### config.mk
export PLATFORM = sky130hd
export DESIGN_NAME = rp_irq_core
export DESIGN_NICKNAME = d
export VERILOG_FILES = /design/src/rtl/rp_pkg.sv /design/src/rtl/rp_req_latch.sv /design/src/rtl/rp_resolver.sv /design/src/rtl/rp_service.sv /design/src/rtl/rp_irq_core.sv
export SDC_FILE = /design/constraint.sdc
export NUM_CORES = 1
export LEC_CHECK = 0
export CAP_MARGIN = 20
export CELL_PAD_IN_SITES_DETAIL_PLACEMENT = 2
export CELL_PAD_IN_SITES_GLOBAL_PLACEMENT = 2
export CORE_MARGIN = 2
export CORE_UTILIZATION = 25
export DETAILED_ROUTE_END_ITERATION = 7
export PLACE_DENSITY_LB_ADDON = 0.05
export SLEW_MARGIN = 0
export SYNTH_ARGS = -nofsm -noshare
export SYNTH_HDL_FRONTEND = slang
export SYNTH_SLANG_ARGS = --single-unit
export TNS_END_PERCENT = 10
### constraint.sdc
create_clock -name clk -period 7.7 [get_ports clk]
set_clock_uncertainty 0.2 [all_clocks]
set_input_delay 1.54 -clock clk [delete_from_list [all_inputs] [get_ports clk]]
set_output_delay 1.54 -clock clk [all_outputs]
set_load 0.02 [all_outputs]
### src/rtl/rp_pkg.sv
package rp_pkg;
  localparam int unsigned RP_LANES_DEF   = 8;
  localparam int unsigned RP_CASCADE_DEF = 2;

  typedef struct packed {
    logic auto_eoi;
    logic rot_on_aeoi;
    logic nested_special;
    logic is_master;
  } rp_mode_t;
endpackage

### src/rtl/rp_req_latch.sv
module rp_req_latch #(
  parameter int unsigned LANES = 8
) (
  input  logic             clk,
  input  logic             rst_n,
  input  logic [LANES-1:0] req_in,
  input  logic [LANES-1:0] trig_level,
  input  logic [LANES-1:0] clr_vec,
  output logic [LANES-1:0] irr_q
);
  logic [LANES-1:0] prev_q;
  logic [LANES-1:0] rise_vec;
  logic [LANES-1:0] irr_d;

  assign rise_vec = req_in & ~prev_q;

  for (genvar g = 0; g < LANES; g++) begin : g_lane
    always_comb begin
      if (trig_level[g]) irr_d[g] = req_in[g];
      else               irr_d[g] = (irr_q[g] & ~clr_vec[g]) | rise_vec[g];
    end
  end

  always_ff @(posedge clk or negedge rst_n) begin
    if (!rst_n) begin
      prev_q <= '0;
      irr_q  <= '0;
    end else begin
      prev_q <= req_in;
      irr_q  <= irr_d;
    end
  end


  lvl_follow_chk: assert property (@(posedge clk) disable iff (!rst_n)
    1'b1 |=> ((irr_q & $past(trig_level)) == ($past(req_in) & $past(trig_level))));


  edge_hold_chk: assert property (@(posedge clk) disable iff (!rst_n)
    1'b1 |=> ((($past(irr_q) & ~$past(trig_level) & ~$past(clr_vec)) & ~irr_q) == '0));


  edge_set_chk: assert property (@(posedge clk) disable iff (!rst_n)
    1'b1 |=> ((($past(rise_vec) & ~$past(trig_level)) & ~irr_q) == '0));
endmodule

### src/rtl/rp_resolver.sv
module rp_resolver #(
  parameter int unsigned LANES   = 8,
  parameter int unsigned CASCADE = 2
) (
  input  logic [LANES-1:0]         irr_q,
  input  logic [LANES-1:0]         mask,
  input  logic [LANES-1:0]         isr_q,
  input  logic [$clog2(LANES)-1:0] off_q,
  input  logic                     skip_cascade,
  output logic                     pending,
  output logic [$clog2(LANES)-1:0] win_idx
);
  localparam int unsigned IDX_W = $clog2(LANES);
  localparam int unsigned PRI_W = IDX_W + 1;

  // Lowest rank k whose rotated position (k + off) holds a set bit; LANES if none.
  function automatic logic [PRI_W-1:0] rank_of(input logic [LANES-1:0] v,
                                              input logic [IDX_W-1:0] off);
    logic [IDX_W-1:0] pos;
    rank_of = PRI_W'(LANES);
    for (int k = LANES - 1; k >= 0; k--) begin
      pos = IDX_W'(k) + off;
      if (v[pos]) rank_of = PRI_W'(k);
    end
  endfunction

  function automatic logic [IDX_W-1:0] rank_to_idx(input logic [PRI_W-1:0] rank,
                                                   input logic [IDX_W-1:0] off);
    rank_to_idx = rank[IDX_W-1:0] + off;
  endfunction

  logic [LANES-1:0] cand_vec;
  logic [LANES-1:0] svc_vec;
  logic [PRI_W-1:0] cand_rank;
  logic [PRI_W-1:0] svc_rank;

  assign cand_vec = irr_q & ~mask;

  always_comb begin
    svc_vec = isr_q;
    if (skip_cascade) svc_vec[CASCADE] = 1'b0;
  end

  assign cand_rank = rank_of(cand_vec, off_q);
  assign svc_rank  = rank_of(svc_vec, off_q);
  assign pending   = cand_rank < svc_rank;
  assign win_idx   = rank_to_idx(cand_rank, off_q);
endmodule

### src/rtl/rp_service.sv
module rp_service #(
  parameter int unsigned LANES = 8
) (
  input  logic                     clk,
  input  logic                     rst_n,
  input  logic                     ack,
  input  logic                     pending,
  input  logic [$clog2(LANES)-1:0] win_idx,
  input  logic                     auto_eoi,
  input  logic                     rot_on_aeoi,
  output logic [LANES-1:0]         clr_vec,
  output logic [LANES-1:0]         isr_q,
  output logic [$clog2(LANES)-1:0] off_q,
  output logic                     ack_done,
  output logic                     ack_hit,
  output logic [$clog2(LANES)-1:0] ack_idx
);
  localparam int unsigned IDX_W = $clog2(LANES);
  localparam logic [IDX_W-1:0] SPURIOUS_IDX = IDX_W'(LANES - 1);

  logic             take;
  logic [LANES-1:0] take_hot;

  assign take     = ack & pending;
  assign take_hot = take ? (LANES'(1) << win_idx) : '0;
  assign clr_vec  = take_hot;

  always_ff @(posedge clk or negedge rst_n) begin
    if (!rst_n) begin
      isr_q    <= '0;
      off_q    <= '0;
      ack_done <= 1'b0;
      ack_hit  <= 1'b0;
      ack_idx  <= '0;
    end else begin
      ack_done <= ack;
      ack_hit  <= take;
      if (ack) ack_idx <= pending ? win_idx : SPURIOUS_IDX;
      if (!auto_eoi) isr_q <= isr_q | take_hot;
      if (take && auto_eoi && rot_on_aeoi) off_q <= win_idx + IDX_W'(1);
    end
  end


  ack_mark_chk: assert property (@(posedge clk) disable iff (!rst_n)
    (take && !auto_eoi) |=> (((isr_q & $past(take_hot)) == $past(take_hot)) && ack_hit && ack_done));


  aeoi_keep_chk: assert property (@(posedge clk) disable iff (!rst_n)
    (take && auto_eoi) |=> (isr_q == $past(isr_q)));


  off_still_chk: assert property (@(posedge clk) disable iff (!rst_n)
    !(take && auto_eoi && rot_on_aeoi) |=> $stable(off_q));


  spurious_chk: assert property (@(posedge clk) disable iff (!rst_n)
    (ack && !pending) |=> (!ack_hit && ack_done && (ack_idx == SPURIOUS_IDX) && $stable(isr_q)));
endmodule

### src/rtl/rp_irq_core.sv
module rp_irq_core #(
  parameter int unsigned LANES   = rp_pkg::RP_LANES_DEF,
  parameter int unsigned CASCADE = rp_pkg::RP_CASCADE_DEF
) (
  input  logic                     clk,
  input  logic                     rst_n,
  input  logic [LANES-1:0]         req_in,
  input  logic [LANES-1:0]         trig_level,
  input  logic [LANES-1:0]         mask,
  input  logic                     auto_eoi,
  input  logic                     rot_on_aeoi,
  input  logic                     nested_special,
  input  logic                     is_master,
  input  logic                     ack,
  output logic                     irq_out,
  output logic                     ack_done,
  output logic                     ack_hit,
  output logic [$clog2(LANES)-1:0] ack_idx,
  output logic [LANES-1:0]         irr_out,
  output logic [LANES-1:0]         isr_out
);
  localparam int unsigned IDX_W = $clog2(LANES);

  rp_pkg::rp_mode_t mode;
  logic [LANES-1:0] irr_q;
  logic [LANES-1:0] isr_q;
  logic [LANES-1:0] clr_vec;
  logic [IDX_W-1:0] off_q;
  logic [IDX_W-1:0] win_idx;
  logic             pending;
  logic             skip_cascade;
  logic             irq_q;

  assign mode = '{auto_eoi:       auto_eoi,
                  rot_on_aeoi:    rot_on_aeoi,
                  nested_special: nested_special,
                  is_master:      is_master};
  assign skip_cascade = mode.nested_special & mode.is_master;

  rp_req_latch #(.LANES(LANES)) u_latch (
    .clk        (clk),
    .rst_n      (rst_n),
    .req_in     (req_in),
    .trig_level (trig_level),
    .clr_vec    (clr_vec),
    .irr_q      (irr_q)
  );

  rp_resolver #(.LANES(LANES), .CASCADE(CASCADE)) u_resolve (
    .irr_q        (irr_q),
    .mask         (mask),
    .isr_q        (isr_q),
    .off_q        (off_q),
    .skip_cascade (skip_cascade),
    .pending      (pending),
    .win_idx      (win_idx)
  );

  rp_service #(.LANES(LANES)) u_service (
    .clk         (clk),
    .rst_n       (rst_n),
    .ack         (ack),
    .pending     (pending),
    .win_idx     (win_idx),
    .auto_eoi    (mode.auto_eoi),
    .rot_on_aeoi (mode.rot_on_aeoi),
    .clr_vec     (clr_vec),
    .isr_q       (isr_q),
    .off_q       (off_q),
    .ack_done    (ack_done),
    .ack_hit     (ack_hit),
    .ack_idx     (ack_idx)
  );

  always_ff @(posedge clk or negedge rst_n) begin
    if (!rst_n) irq_q <= 1'b0;
    else        irq_q <= pending;
  end

  assign irq_out = irq_q;
  assign irr_out = irr_q;
  assign isr_out = isr_q;


  irq_reg_chk: assert property (@(posedge clk) disable iff (!rst_n)
    1'b1 |=> (irq_out == $past(pending)));


  win_unmasked_chk: assert property (@(posedge clk) disable iff (!rst_n)
    pending |-> (irr_q[win_idx] && !mask[win_idx]));


  svc_block_chk: assert property (@(posedge clk) disable iff (!rst_n)
    (irr_q == '0) |-> !pending);
endmodule

# Word level (Yosys, flattened, before mapping)
# Cells that the tools add are included.
# classes
add_sub_neg	9
n_lt_le_gt_ge	9
shift	1
mux	59
n_bitwise	31
reduce_logical	2
# ops
cell	count
4-bit 2-to-1 mux	16
1-bit binary-select mux with 3-bit select	16
3-bit by 4-bit less-than comparator with 1-bit output, second input constant	8
1-bit 2-to-1 mux	25
8-bit bitwise AND	2
8-bit NOT	2
3-bit adder, first input constant	4
1-bit bitwise AND	10
8-bit 2-to-1 mux	1
1-bit NOT	8
1-bit bitwise OR	8
8-bit bitwise OR	1
1-bit by 3-bit left shift with 8-bit output, first input constant	1
2-bit by 3-bit adder with 3-bit output, first input constant	2
4-bit less-than comparator	1
1-bit by 3-bit adder with 3-bit output, first input constant	1
3-bit by 1-bit adder with 3-bit output, second input constant	1
3-bit adder	1
3-bit 2-to-1 mux	1
1-bit logical AND	2
# totals
ff_bits	33
word_cells	119

# Longest topological paths before layout
# depth
ltp_word	19
mapped_depth	20
mapped_depth_nobuf	17

# By module
# From an unflattened synthesis, not the netlist that was laid out.
# unflattened
hier_cells	213
hier_area_um2	2459.9
# modules_own_cells
module	n_inst	cells_each	area_each_um2	seq_area_each_um2
rp_resolver	1	110	1126.1	0.0
rp_service	1	61	749.5	400.4
rp_req_latch	1	40	553.0	400.4
rp_irq_core	1	2	31.3	25.0

# Worst setup path before layout
# Ideal clock, no wire load.
# synth_path
path_type	input -> register
start	in mask[3]
end	reg u_latch.irr_q[7]
setup_ps	122
arrival_ps	4541
required_time_ps	7378
slack_ps	2837
stages	15
n_path_buf	0
path_cell_list	nor2b_1 > mux4_2 > mux2_2 > o21ai_1 > a32oi_1 > inv_1 > ha_1 > inv_1 > fa_1 > xnor2_1 > xor2_4 > ha_1 > and2_1 > o2111ai_1 > a32o_1
# synth_via
elab_chain_len	19
elab_cells_between_ends	35
cone_classes	add/sub: 1; order compare: 1; shift: 1; mux: 26; bitwise: 6
# synth_lines
item	line	text
start, declared	rp_irq_core.sv:9	input logic [LANES-1:0] mask,
8-bit NOT (*)	rp_resolver.sv:37	assign cand_vec = irr_q & ~mask;
8-bit bitwise AND (*)	rp_resolver.sv:37	
1-bit binary-select mux with 3-bit select	rp_resolver.sv:23	if (v[pos]) rank_of = PRI_W'(k);
1-bit 2-to-1 mux (not written as such)	rp_resolver.sv:23	
4-bit 2-to-1 mux (7 in a row)	rp_resolver.sv:23	
4-bit 2-to-1 mux (*)	rp_resolver.sv:23	
4-bit less-than comparator / 3-bit adder (equally long branches)	rp_resolver.sv:46, rp_resolver.sv:29	
1-bit bitwise AND / 1-bit by 3-bit left shift with 8-bit output (equally long branches)	rp_service.sv:24, rp_service.sv:25	
8-bit 2-to-1 mux (*)	rp_service.sv:25	assign take_hot = take ? (LANES'(1) << win_idx) : '0;
1-bit NOT (*)	rp_req_latch.sv:20	else irr_d[g] = (irr_q[g] & ~clr_vec[g]) | rise_vec[g];
1-bit bitwise AND (*)	rp_req_latch.sv:20	
1-bit bitwise OR (*)	rp_req_latch.sv:20	
1-bit 2-to-1 mux (*)	rp_req_latch.sv:19	if (trig_level[g]) irr_d[g] = req_in[g];
net u_latch.irr_d[7]	rp_req_latch.sv:13	logic [LANES-1:0] irr_d;
end signal, assigned	rp_req_latch.sv:30	irr_q <= irr_d;
end, declared	rp_req_latch.sv:9	output logic [LANES-1:0] irr_q
# The timed path passes the listed nets; every way through them passes the cells marked *. The select of a mux whose other input is x is not followed.
# A chain may end at the register's enable or synchronous reset.

# Final worst setup path
# layout_path
start	in mask[7]
end	reg u_latch.irr_q[3]
# Same word-level chain as after synthesis.

==> impl_metrics.env <==
export IMPL_ys_seq_area_share_pct=33.2
export IMPL_firstDrtPassIters=4
export IMPL_rows=36
export IMPL_drc_errors=0
export IMPL_postCtsSetupBuffers=0
export IMPL_clkSinkCount=33
export IMPL_drv_slew=0
export IMPL_cp_start_kind="input port"
export IMPL_end_kind="register"
export IMPL_synth_area_leader_cell="dfrtp_1"
export IMPL_synthTopCellsByArea="dfrtp_1 (33%), mux4_2 (11%), mux2i_1 (6.8%)"
export IMPL_maxCapViolCount=0
export IMPL_grt_pass1_wl_um=11900
export IMPL_initial_core_util_pct=25.6
export IMPL_fmax_ghz=0.176
export IMPL_ys_ff_latch=33
export IMPL_synthFlopType="dfrtp_1"
export IMPL_syn_area_per_cell_um2=11.8
export IMPL_synthDistinctLibCells=44
export IMPL_fin_crit_sh_pct=73.9
export IMPL_routabilityCongestion=0.674
export IMPL_synthTopCellsByCount="dfrtp_1 (33), mux2i_1 (17), nor2b_1 (15), a21oi_1 (14)"
export IMPL_synth_area_um2=2490
export IMPL_fp_coreArea_um2=9730
export IMPL_insertion_delay_ns=0.28
export IMPL_fin_crit_ns=5.69
export IMPL_crit_fanout=8
export IMPL_vias=1909
export IMPL_antenna_found_initial=0
export IMPL_track_usage_pct=14.2
export IMPL_cts_tree="built"
export IMPL_io_buffer_count=52
export IMPL_dieArea_um2=10800
export IMPL_drt_wirelength_per_cell_um=18.2
export IMPL_setup_viol=0
export IMPL_wirelength_um=7190
export IMPL_die_h_um=104
export IMPL_crit_arrival_ns=5.66
export IMPL_grt_max_degree=34
export IMPL_synthCells=210
export IMPL_drtIter0Drc=35
export IMPL_worstMarginPinSlew_ns=0.928
export IMPL_yosysMostFrequentCell="dfrtp_1"
export IMPL_cts_buffers=5
export IMPL_die_x_um=104
export IMPL_drive_gt1_share_pct=14.8
export IMPL_ys_warnings_count=0
export IMPL_synth_edf_count=0
export IMPL_h_tree_depth=2
export IMPL_drtAntennaViolNets=0
export IMPL_rsz0062_at_grt="no"
export IMPL_routed_via_density=4.82
export IMPL_cts_hold_buf=0
export IMPL_clk_path_buf_depth=2
export IMPL_status="finished, final reports clean"
export IMPL_fillers=1095
export IMPL_syn_nets=254
export IMPL_setup_ws_ns=2.01
export IMPL_post_cts_resized=0
export IMPL_gr_total_overflow=0
export IMPL_critical_path_class="in -> reg"
export IMPL_clkSlewWorstSetupHoldPaths_ns=0.07
export IMPL_required_ns=7.67
export IMPL_setup_tns_ns=0
export IMPL_synth_top_area_share_pct=33.2
export IMPL_antennaDiodeCount=0
export IMPL_ioPinCount=53
export IMPL_hold_class="reg -> reg"
export IMPL_syn_to_final_growth_pct=29.7
export IMPL_nNetsFinal=306
export IMPL_rrSetupSlack_ns=2.46
export IMPL_synth_async_reset_ratio_pct=100
export IMPL_first_global_vias=2103
export IMPL_max_slew_margin_pct=38.1
export IMPL_dp_slack_ns=1.65
export IMPL_finalHoldViolations=0
export IMPL_root_buffer="clkbuf_8"
export IMPL_dpl_hpwl_um=5760
-- state kept, by name, indices dropped and copies added, names as in the netlist --
signal              flops
u_service.isr_q         8
u_service.ack_idx       3
u_service.ack_done      1
u_latch.irr_q           8
u_service.ack_hit       1
u_service.off_q         3
irq_out                 1
u_latch.prev_q          8
-- stage by stage --
stage | utilization (%) | hold WS (ns) | cell area, µm² | instances
after floorplan | - | 0.322 | 2490 | 210
after global placement | 32.0 | 0.287 | 3110 | 388
after detailed placement | 32.0 | 0.286 | 3110 | 388
after CTS | 33.2 | 0.313 | 3230 | 396
after global routing | 33.2 | 0.334 | 3230 | 396
final | 33.2 | 0.314 | 3230 | 396
-- layer usage --
layer	part of all wire, %	track usage, %	vias to the layer above
met5	0	0	-
met4	0.76	3.47	0
met3	1.9	1.89	5
met2	52	25.1	23
met1	46	18.3	980
li1	-	-	901
-- critical path: stages --
cell	delay, ns
clkdlybuf4s50_1	0.40
nor2b_1	0.28
mux2i_1	0.20
mux4_2	0.52
o21ai_1	0.16
a32oi_1	0.23
inv_1	0.12
ha_1	0.15
inv_1	0.06
fa_1	0.37
xnor2_1	0.39
xor2_4	0.24
inv_4	0.19
ha_1	0.16
and2_1	0.15
o2111ai_1	0.18
a32o_1	0.31
-- area by class of cell --
cell class	instances	area [µm²]	share of cell area [%]
Clock buffer	7	86.3	2.68
Multi-Input combinational cell	157	1530	47.4
Sequential cell	33	826	25.6
Clock inverter	1	30.0	0.931
Tap cell	133	166	5.16
Timing Repair Buffer	53	528	16.4
Inverter	12	61.3	1.90
-- final timing paths --
path / start / end / cells past startpoint
setup reg to reg: u_service.off_q[0] / u_latch.irr_q[3] / 17
min in group asynchronous: rst_n / u_service.ack_idx[2] / 2
setup / recovery: mask[7] / u_latch.irr_q[3] / 17
max in group asynchronous: rst_n / u_latch.prev_q[0] / 2
hold / removal: u_service.isr_q[2] / u_service.isr_q[2] / 1
hold reg to reg: u_service.isr_q[2] / u_service.isr_q[2] / 1
-- cell families (layout without fill, tap and decap cells) --
logic type	Yosys count	after routing	share of synthesized area [%]
buf+inv	20	73	5.33
fa+ha+maj	13	13	6.84
xor+xnor	4	4	3.67
flops	33	33	33.2
compound gates	49	49	15.1
mux	39	39	24.6
simple gates	52	52	11.2
-- cells in the final DEF (no fill, tap or decap), drive strengths merged, types with 2 or more instances in the layout --
| cell | instances |
|---|---|
| clkdlybuf4s50 | 52 |
| dfrtp | 33 |
| mux2i | 17 |
| mux4 | 16 |
| nor2b | 15 |
| a21oi | 14 |
| ha | 12 |
| nand2 | 11 |
| inv | 11 |
| nor2 | 9 |
| a31o | 9 |
| a31oi | 9 |
| nand2b | 7 |
| clkbuf | 7 |
| mux2 | 6 |
| o21ai | 5 |
| nand4 | 3 |
| and2 | 3 |
| o2111ai | 3 |
| xor2 | 2 |
| and3 | 2 |
| a211oi | 2 |
| a32o | 2 |
| bufinv | 2 |
| xnor2 | 2 |
Power is not shown: default switching activity piles up to over one toggle a cycle in this logic, so the estimate is an artifact.
